<file path="src/rtl/emu_pkg.sv">
package emu_pkg;
  localparam int IPL_W = 3;

  typedef enum logic [1:0] {
    EXC_NONE  = 2'd0,
    EXC_DEBUG = 2'd1,
    EXC_IRQ   = 2'd2
  } excKind_e;

  localparam logic [3:0] PST_IDLE = 4'h0;
  localparam logic [3:0] PST_EMU  = 4'hD;
  localparam logic [3:0] PST_RET  = 4'h7;

  localparam int FS1_BIT = 17;

  typedef struct packed {
    logic             takeDebug;
    logic             takeIrq;
    logic             savedEmu;
    logic [IPL_W-1:0] level;
  } ctlStrobes_t;
endpackage

</file>
<file path="src/rtl/emu_ctl.sv">
module emu_ctl
  import emu_pkg::*;
#(
  parameter int PST_HOLD = 3
) (
  input  logic             clk,
  input  logic             rstN,
  input  logic             bkptTrig,
  input  logic [IPL_W-1:0] ipl,
  input  logic             instBoundary,
  input  logic             rteStrobe,
  input  logic             rteFs1,
  output ctlStrobes_t      strobes,
  output logic             excReq,
  output logic [1:0]       excType,
  output logic             emuMode,
  output logic [3:0]       pst
);
  localparam int CNT_W = (PST_HOLD > 1) ? $clog2(PST_HOLD) : 1;
  localparam logic [CNT_W-1:0] HOLD_LOAD = CNT_W'(PST_HOLD - 1);

  logic             dbgHit;
  logic             irqHit;
  logic             reEnter;
  logic [CNT_W-1:0] holdCnt;

  always_comb begin
    dbgHit  = !rteStrobe && instBoundary && bkptTrig && !emuMode;
    irqHit  = !rteStrobe && instBoundary && (ipl != '0) && !dbgHit;
    reEnter = rteStrobe && rteFs1;
    strobes = '{takeDebug: dbgHit, takeIrq: irqHit, savedEmu: emuMode, level: ipl};
  end

  always_ff @(posedge clk) begin
    if (!rstN) begin
      excReq  <= 1'b0;
      excType <= EXC_NONE;
      emuMode <= 1'b0;
    end else begin
      excReq  <= dbgHit || irqHit;
      excType <= dbgHit ? EXC_DEBUG : (irqHit ? EXC_IRQ : EXC_NONE);
      if (rteStrobe)   emuMode <= rteFs1;
      else if (dbgHit) emuMode <= 1'b1;
      else if (irqHit) emuMode <= 1'b0;
    end
  end

  always_ff @(posedge clk) begin
    if (!rstN) begin
      pst     <= PST_IDLE;
      holdCnt <= '0;
    end else if (dbgHit || reEnter) begin
      pst     <= PST_EMU;
      holdCnt <= HOLD_LOAD;
    end else if (rteStrobe) begin
      pst     <= PST_RET;
      holdCnt <= '0;
    end else if (holdCnt != '0) begin
      holdCnt <= holdCnt - 1'b1;
    end else begin
      pst <= PST_IDLE;
    end
  end
endmodule

</file>
<file path="src/rtl/emu_dp.sv">
module emu_dp
  import emu_pkg::*;
#(
  parameter logic [3:0] FRAME_FMT = 4'h4,
  parameter logic [7:0] DBG_VEC   = 8'd12,
  parameter logic [7:0] AUTO_BASE = 8'd24
) (
  input  logic        clk,
  input  logic        rstN,
  input  ctlStrobes_t strobes,
  input  logic [15:0] statusReg,
  output logic [7:0]  excVector,
  output logic [31:0] frameWord
);
  logic [7:0]  nextVec;
  logic [31:0] nextFrame;

  always_comb begin
    nextVec   = strobes.takeDebug ? DBG_VEC : AUTO_BASE + 8'(strobes.level);
    nextFrame = {FRAME_FMT, 2'b00, nextVec, strobes.savedEmu, 1'b0, statusReg};
  end

  always_ff @(posedge clk) begin
    if (!rstN) begin
      excVector <= '0;
      frameWord <= '0;
    end else if (strobes.takeDebug || strobes.takeIrq) begin
      excVector <= nextVec;
      frameWord <= nextFrame;
    end
  end
endmodule

</file>
<file path="src/rtl/emu_exc_ctl.sv">
module emu_exc_ctl
  import emu_pkg::*;
#(
  parameter int         PST_HOLD  = 3,
  parameter logic [3:0] FRAME_FMT = 4'h4,
  parameter logic [7:0] DBG_VEC   = 8'd12,
  parameter logic [7:0] AUTO_BASE = 8'd24
) (
  input  logic        clk,
  input  logic        rstN,
  input  logic        bkptTrig,
  input  logic [2:0]  ipl,
  input  logic        instBoundary,
  input  logic        rteStrobe,
  input  logic [31:0] rteFrame,
  input  logic [15:0] statusReg,
  output logic        excReq,
  output logic [1:0]  excType,
  output logic [7:0]  excVector,
  output logic [31:0] frameWord,
  output logic        emuMode,
  output logic [3:0]  pst
);
  ctlStrobes_t strobes;

  emu_ctl #(.PST_HOLD(PST_HOLD)) u_ctl (
    .clk(clk), .rstN(rstN), .bkptTrig(bkptTrig), .ipl(ipl),
    .instBoundary(instBoundary), .rteStrobe(rteStrobe),
    .rteFs1(rteFrame[FS1_BIT]), .strobes(strobes), .excReq(excReq),
    .excType(excType), .emuMode(emuMode), .pst(pst)
  );

  emu_dp #(.FRAME_FMT(FRAME_FMT), .DBG_VEC(DBG_VEC), .AUTO_BASE(AUTO_BASE)) u_dp (
    .clk(clk), .rstN(rstN), .strobes(strobes), .statusReg(statusReg),
    .excVector(excVector), .frameWord(frameWord)
  );
endmodule

</file>
<file path="config.mk">
export PLATFORM = sky130hd
export DESIGN_NAME = emu_exc_ctl
export DESIGN_NICKNAME = d
export VERILOG_FILES = /design/src/rtl/emu_pkg.sv /design/src/rtl/emu_ctl.sv /design/src/rtl/emu_dp.sv /design/src/rtl/emu_exc_ctl.sv
export SDC_FILE = /design/constraint.sdc
export NUM_CORES = 1
export LEC_CHECK = 0
export BUFFER_PORTS_ARGS = -buffer_cell sky130_fd_sc_hd__clkbuf_2
export CAP_MARGIN = 0
export CORE_ASPECT_RATIO = 0.75
export CORE_MARGIN = 1
export CORE_UTILIZATION = 46
export DETAILED_ROUTE_END_ITERATION = 8
export GPL_ROUTABILITY_DRIVEN = 1
export PLACE_DENSITY = 0.85
export SYNTH_ARGS = -nofsm -noshare
export SYNTH_HDL_FRONTEND = slang
export SYNTH_SLANG_ARGS = --single-unit
</file>
<file path="constraint.sdc">
create_clock -name clk -period 3.13 [get_ports clk]
set_clock_uncertainty 0.05 [all_clocks]
set_input_delay 0.313 -clock clk [delete_from_list [all_inputs] [get_ports clk]]
set_output_delay 0.313 -clock clk [all_outputs]
set_load 0.05 [all_outputs]
</file>
==> results.toml, run 1 <==
[run_status]
run_status = "finished, final reports clean"

[placement]
post-place-cells = 300
gp_congestion = 0.741
post-dp-hpwl_mm = 2.52
io_buffers = 60
place_area_mm2 = 0.00188
dp_slack_ns = 0.935

[clock_tree]
cts_hold_buf = 0
post_cts_buffers = 0
cts-buffers-inserted = 5
clock_latency_ns = 0.28
root_buffer = "clkbuf_8"
tritoncts = "built"
clkTransAtPathRegs_ns = 0.06
ctsResizeCount = 0
max-clock-path-buffers = 2
cts_sinks = 31
htree_levels = 2

[yosys]
synth.distinct_cells = 31
synthFlopType = "dfxtp_1"
ys_seq_area_share_pct = 36.6
async_flop_share_pct = 0
synth_edf_count = 0
ys_ff_latch = 31
synthCells = 215
yosys_warnings = 0
syn_avg_cell_area_um2 = 7.89
synth.area.top_cells = "dfxtp_1, buf_4, nand4b_1"
yosysTopAreaCellShare_pct = 36.6
yosys.area.top_type = "dfxtp_1"
synth_area_mm2 = 0.00170

[sta]
period_needed_ns = 1.91
slew_violations = 0
tightest_slew_ns = 0.875
hold_violations = 0
rsz0062_at_grt = "false"
tns_ns = 0
finalCritPeriodShare_pct = 60.9
fmax_mhz = 525
final.setup.worst_slack_ns = 1.22
holdWs_ns = 0.305
final-setup-viol-count = 0
slew_headroom_pct = 41.6

[setup_path]
r2r_start = "u_ctl.emuMode"
critPathSlowestCell = "nor2b_1"
end_kind = "flop"
critPathMaxStageDelay_ns = 0.55
rrSetupSlack_ns = 1.38
arrival_ns = 2.02
worstSetupStartpointType = "input port"
cp.required_ns = 3.25
reg2reg_depth = 3
rr_endpoint = "u_dp.frameWord[4]"
critPathKind = "in -> reg"
crit_family = "simple AND/OR/NAND/NOR gates"
cp_max_fo = 21
crit_chain = "clkbuf_2 > nor2b_1 > buf_4 > o22ai_1 > or3_1"
cp.depth = 5
critPathBufInv = 2

[detailed_routing]
drt_wl_total_mm = 3.88
viasPerCell = 5.47
drc = 0
vias = 1675
wire_per_inst_um = 12.7
dr.pass1.iters = 6
drtIter0Drc = 122
ant_nets = 0

[cells_and_area]
post-route-util_pct = 57.5
syn2layout_area_growth_pct = 15.3
nets = 313
final_cells = 306
final_cell_area_mm2 = 0.00196
drive_above_1_share_pct = 27.3
antenna_cells = 0

[floorplan]
rows = 18
top_level_ports = 104
dieArea_mm2 = 0.00394
core_mm2 = 0.00340
die_w_um = 72.1
die_h_um = 54.6
start_util_pct = 49.9

[global_routing]
grt_max_degree = 50
grt_pass1_vias = 1437
grt.overflow.total = 0
grt_pass1_wl_mm = 6.24
grtUsageTotal_pct = 21.3
grt_antenna_before_repair = 0

[pwr]
peakVddDrop_uv = 202
p_per_area_mw_per_mm2 = 510
p_leak_nw = 0.896
total_power_uw = 998

[run]
cap_violations = 0

[min_path]
min-delay-path-class = "in -> reg"
holdPathStages = 3
holdCritStartpoint = "bkptTrig"
min_to = "u_dp.frameWord[17]"
how the worst max path moves through the flow:
stage | startpoint | to
finish | instBoundary | u_dp.frameWord[4]
detailed placement | instBoundary | u_dp.frameWord[7]
global placement | instBoundary | u_dp.frameWord[7]
global route | instBoundary | u_dp.frameWord[15]
CTS | instBoundary | u_dp.frameWord[4]
floorplan | u_ctl.emuMode | u_dp.frameWord[10]
tightest hold or removal path, delay by kind of cell:
family	cells	cell delay [ns]
buffers and inverters	1	0.10
AO/OA/AOI/OAI	1	0.15
AND/OR/NAND/NOR	1	0.04
synthesized netlist by cell type, drive strengths merged, types with 2 or more instances:
cell type / n
o21ai: 7
nand2b: 2
nand2: 18
dfxtp: 31
nand3: 5
nand4b: 16
nor2b: 2
a21boi: 5
inv: 2
nor3: 19
o22ai: 16
nand4: 4
a21oi: 3
buf: 28
nor2: 22
or3: 17
clkbuf: 10
state kept, by name (all words and copies together), names as in the netlist:
register,count
u_dp.frameWord,22
u_ctl.excType,2
u_ctl.emuMode,1
u_ctl.holdCnt,2
u_ctl.pst,3
u_ctl.excReq,1
per-layer routing:
| layer | vias to the layer above | global-route usage (%) | wire length, um |
|---|---|---|---|
| met5 | - | 0 | 0 |
| li1 | 822 | - | - |
| met1 | 768 | 26.2 | 1790 |
| met4 | 0 | 14.1 | 104 |
| met2 | 75 | 33.5 | 1740 |
| met3 | 10 | 5.71 | 245 |
cell type report:
cell class | count | area, um2
Multi-Input combinational cell | 155 | 878
Fill cell | 339 | 1440
Timing Repair Buffer | 62 | 315
Inverter | 2 | 7.51
Sequential cell | 31 | 621
Tap cell | 50 | 62.6
Clock buffer | 6 | 72.6
placed cells by master, fill, tap and decap left out, types with 2 or more instances in the layout:
cell type / Yosys / layout
buf_4: 20 / 2
nand4b_1: 16 / 16
nor2b_1: 2 / 2
inv_1: 2 / 2
nand4_1: 4 / 4
clkbuf_2: 0 / 60
a21boi_0: 4 / 4
nand2b_1: 2 / 2
nand2_1: 18 / 18
conb_1: 1 / 12
o22ai_1: 16 / 16
nor3_1: 18 / 18
or3_1: 16 / 16
clkbuf_8: 0 / 5
a21oi_1: 3 / 3
nand3_1: 5 / 5
dfxtp_1: 31 / 31
nor2_1: 22 / 22
o21ai_0: 7 / 7
cells by family (layout without fill, tap and decap cells):
group / count (synthesis) / after routing / share of synthesized area, %
DFF: 31 / 31 / 36.6
and+or+nand+nor: 106 / 106 / 35.0
buffers and inverters: 40 / 70 / 14.1
AOI/OAI and AO/OA: 37 / 37 / 14.2
other: 1 / 12 / 0.221
where the power goes:
part / total [mW] / switching [mW] / internal [mW]
Clock: 0.287 / 0.139 / 0.148
Sequential: 0.436 / 0.0157 / 0.420
Combinational: 0.276 / 0.214 / 0.0613
Power figures use the tool's default switching activity.
==> run 2: changes to the inputs <==
--- a/config.mk
+++ b/config.mk
@@ -9,10 +9,10 @@
 export CAP_MARGIN = 0
 export CORE_ASPECT_RATIO = 0.75
 export CORE_MARGIN = 1
-export CORE_UTILIZATION = 46
+export CORE_UTILIZATION = 43
 export DETAILED_ROUTE_END_ITERATION = 8
 export GPL_ROUTABILITY_DRIVEN = 1
-export PLACE_DENSITY = 0.85
+export PLACE_DENSITY = 0.8
 export SYNTH_ARGS = -nofsm -noshare
 export SYNTH_HDL_FRONTEND = slang
 export SYNTH_SLANG_ARGS = --single-unit
==> constraint.sdc (replaced) <==
create_clock -name clk -period 1.86 [get_ports clk]
set_clock_uncertainty 0.05 [all_clocks]
set_input_delay 0.186 -clock clk [delete_from_list [all_inputs] [get_ports clk]]
set_output_delay 0.186 -clock clk [all_outputs]
set_load 0.05 [all_outputs]
==> results.toml, run 2 (synthesized netlist as in run 1, its figures left out) <==
[run_status]
run_status = "finished, final reports clean"

[placement]
post-dp-hpwl_mm = 2.73
post-place-cells = 308
io_buffers = 60
gp_congestion = 0.743

[pwr]
peakVddDrop_uv = 584
p_leak_nw = 0.942
p_per_area_mw_per_mm2 = 851

[detailed_routing]
vias = 1678
viasPerCell = 5.31
drc = 0
dr.pass1.iters = 4
drt_wl_total_mm = 4.07
wire_per_inst_um = 12.9
drtIter0Drc = 140
ant_nets = 0

[sta]
fmax_mhz = 682
tightest_slew_ns = 0.655
holdWs_ns = 0.177
final-setup-viol-count = 0
finalCritPeriodShare_pct = 78.8
hold_violations = 0
slew_violations = 0
rsz0062_at_grt = "false"
tns_ns = 0
slew_headroom_pct = 56.3
period_needed_ns = 1.47

[clock_tree]
clkTransAtPathRegs_ns = 0.07
ctsResizeCount = 0
post_cts_buffers = 0
cts-buffers-inserted = 5
max-clock-path-buffers = 2
cts_sinks = 31
clock_latency_ns = 0.28
cts_hold_buf = 0
tritoncts = "built"
htree_levels = 2
root_buffer = "clkbuf_8"

[floorplan]
dieArea_mm2 = 0.00420
die_h_um = 56.4
top_level_ports = 104
rows = 19
core_mm2 = 0.00371
start_util_pct = 45.7
die_w_um = 74.5

[global_routing]
grt_antenna_before_repair = 0
grt.overflow.total = 0
grtUsageTotal_pct = 20.9
grt_pass1_vias = 1476
grt_max_degree = 35
grt_pass1_wl_mm = 6.69

[setup_path]
critPathKind = "reg -> reg"
arrival_ns = 1.58
rrSetupSlack_ns = 0.39
cp_max_fo = 17
worstSetupStartpointType = "flop"
cp.required_ns = 1.98
end_kind = "flop"

[cells_and_area]
final_cells = 316
syn2layout_area_growth_pct = 19.8
drive_above_1_share_pct = 30.7
largest-register = "u_dp.frameWord"
nets = 319
antenna_cells = 0
largest_reg_flops = 22
final_common_cell = "clkbuf_2"
mostFrequentLayoutCells = "clkbuf_2, dfxtp_1, nor2_1, nand2_1, nor3_1"
largestRegisters = "u_dp.frameWord (22), u_ctl.pst (3)"

[run]
cap_violations = 0

[min_path]
min-delay-path-class = "in -> reg"
[run 2: cell types whose count changed in the layout (fill, tap and decap cells not counted)]
| cell | change |
|---|---|
| clkbuf_1 | -1 |
| buf_4 | +5 |
| buf_12 | +1 |
| clkinv_2 | +3 |
| nor2b_1 | -2 |
| nor2b_2 | +2 |
[run 2: path summary, 6_finish.rpt]
kind                            cells past startpoint                from                 end
worst max-delay path                                4       u_ctl.emuMode   u_dp.frameWord[6]
worst min-delay path                                3              ipl[1]  u_dp.frameWord[19]
worst max register to register                      4       u_ctl.emuMode   u_dp.frameWord[6]
worst min register to register                      2  u_dp.frameWord[20]  u_dp.frameWord[20]
[run 2: routing by layer]
layer	part of all wire (%)	vias to the layer above	global-route usage, %
met5	0	-	0
met4	1.9	0	10.8
met3	6.8	10	5.75
met2	46	67	30.1
met1	45	764	28.2
li1	-	837	-
[run 2: final cells by class]
cell class / instances / area (um2)
clock buffers: 5 / 68.8
fillers: 370 / 1680
clock inverters: 3 / 15.0
well taps: 52 / 65.1
inverters: 2 / 7.51
flip-flops and latches: 31 / 621
multi-input cells: 155 / 883
repair buffers: 68 / 373
[run 2: through the flow]
step	total power, mW	area, um2	setup WS (ns)	utilization (%)
3_3_place_gp	1.22	1950	0.410	52.6
6_report	1.73	2030	0.395	54.8
5_1_grt	1.82	2030	0.312	54.8
4_1_cts	1.74	2030	0.403	54.8
3_5_place_dp	1.23	1950	0.382	52.6
2_1_floorplan	1.14	1740	0.143	-
[run 2: worst max-delay path: stages (launching register included)]
cell	delay (ns)
dfxtp_1	0.35
nor2b_2	0.31
buf_12	0.20
nor3_1	0.05
or3_1	0.38
[run 2: report_power, final]
part           total [mW]  switching, mW  internal [mW]
Combinational       0.481          0.365          0.116
Sequential          0.734         0.0264          0.707
Clock               0.515          0.260          0.255
==> run 3: changes to the inputs <==
--- a/config.mk
+++ b/config.mk
@@ -9,10 +9,10 @@
 export CAP_MARGIN = 0
 export CORE_ASPECT_RATIO = 0.75
 export CORE_MARGIN = 1
-export CORE_UTILIZATION = 43
+export CORE_UTILIZATION = 39
 export DETAILED_ROUTE_END_ITERATION = 8
 export GPL_ROUTABILITY_DRIVEN = 1
-export PLACE_DENSITY = 0.8
+export PLACE_DENSITY = 0.77
 export SYNTH_ARGS = -nofsm -noshare
 export SYNTH_HDL_FRONTEND = slang
 export SYNTH_SLANG_ARGS = --single-unit
==> constraint.sdc (replaced) <==
create_clock -name clk -period 1.3 [get_ports clk]
set_clock_uncertainty 0.05 [all_clocks]
set_input_delay 0.13 -clock clk [delete_from_list [all_inputs] [get_ports clk]]
set_output_delay 0.13 -clock clk [all_outputs]
set_load 0.05 [all_outputs]
==> results.toml, run 3 (synthesized netlist as in run 1, its figures left out) <==
[run_status]
run_status = "finished, final reports clean"

[cells_and_area]
final_common_cell = "clkbuf_2"
nets = 328
largest_reg_flops = 22
nFillCells = 412
mostFrequentLayoutCells = "clkbuf_2, dfxtp_1, nor2_1, nand2_1, nor3_1"
final_cell_area_mm2 = 0.00216
final_cells = 328
largest-register = "u_dp.frameWord"
drive_above_1_share_pct = 33.3
post-route-util_pct = 52.6
syn2layout_area_growth_pct = 27.1
antenna_cells = 0
largestRegisters = "u_dp.frameWord (22), u_ctl.pst (3)"

[pwr]
p_per_area_mw_per_mm2 = 1220
total_power_mw = 2.62
peakVddDrop_uv = 596
p_leak_nw = 1.00

[setup_path]
arrival_ns = 1.39
critPathMaxStageDelay_ns = 0.37
reg2reg_depth = 4
rrSetupSlack_ns = 0.04
cp.depth = 4
cp.required_ns = 1.42
crit_chain = "nor2b_4 > buf_4 > nor3_1 > or3_1"
end_kind = "flop"
critPathSlowestCell = "dfxtp_4"
worstSetupStartpointType = "flop"
crit_family = "simple AND/OR/NAND/NOR gates"
critPathBufInv = 1
critPathKind = "reg -> reg"
cp_max_fo = 5

[sta]
tns_ns = 0
final-setup-viol-count = 0
hold_violations = 0
rsz0062_at_grt = "false"
holdWs_ns = 0.116
fmax_mhz = 791
final.setup.worst_slack_ns = 0.0363
period_needed_ns = 1.26
slew_violations = 0
finalCritPeriodShare_pct = 97.2

[detailed_routing]
drc = 0
vias = 1704
dr.pass1.iters = 4
viasPerCell = 5.20
drtIter0Drc = 114
wire_per_inst_um = 13.3
drt_wl_total_mm = 4.36
ant_nets = 0

[global_routing]
grt_max_degree = 27
grt_antenna_before_repair = 0
grtUsageTotal_pct = 19.1
grt_pass1_vias = 1527
grt_pass1_wl_mm = 6.74
grt.overflow.total = 0

[placement]
post-dp-hpwl_mm = 2.92
gp_congestion = 0.807
io_buffers = 60
post-place-cells = 317
place_area_mm2 = 0.00202
dp_slack_ns = 0.0177

[min_path]
holdPathStages = 3
min-delay-path-class = "in -> reg"

[clock_tree]
tritoncts = "built"
max-clock-path-buffers = 2
htree_levels = 2
cts_sinks = 31
clock_latency_ns = 0.29
cts-buffers-inserted = 5
root_buffer = "clkbuf_8"
clkTransAtPathRegs_ns = 0.06

[floorplan]
start_util_pct = 41.3
die_w_um = 78.2
core_mm2 = 0.00410
dieArea_mm2 = 0.00462
top_level_ports = 104
rows = 20
die_h_um = 59.1

[run]
cap_violations = 0
run 3: power by group:
part           internal [mW]  leakage [nW]  switching, mW
clock                  0.483        0.0515          0.361
combinational          0.195         0.696          0.534
sequential              1.01         0.255         0.0385
total                   1.69          1.00          0.934
run 3: tightest hold or removal path, delay by kind of cell:
| kind | cells | cell delay, ns |
|---|---|---|
| AND/OR/NAND/NOR | 1 | 0.08 |
| AO/OA/AOI/OAI | 1 | 0.12 |
| buffers and inverters | 1 | 0.09 |
run 3: what timing repair did:
item                                    4_1_cts  5_1_grt
resized for setup                             0        4
endpoints found under the setup margin        0       14
hold buffers                                  0        0
buffers inserted                              0        2
run 3: worst paths after layout:
path	to	start
worst min-delay path	u_ctl.pst[1]	rteFrame[17]
worst max register to register	u_dp.frameWord[15]	u_ctl.emuMode
worst min register to register	u_ctl.pst[3]	u_ctl.pst[3]
worst max-delay path	u_dp.frameWord[15]	u_ctl.emuMode
run 3: layer usage:
metal  GRT usage, %  wire length [um]
met5              0                 0
met4           7.67                53
met3           6.31               304
met2           29.2              1880
met1           25.0              2120
run 3: final cells by class:
class | count | area, um2 | share of cell area (%)
multi-input combinational | 155 | 896 | 41.5
sequential | 31 | 624 | 28.9
timing repair buffer | 77 | 460 | 21.3
clock buffer | 8 | 100 | 4.64
tap | 55 | 68.8 | 3.19
inverter | 2 | 7.51 | 0.348
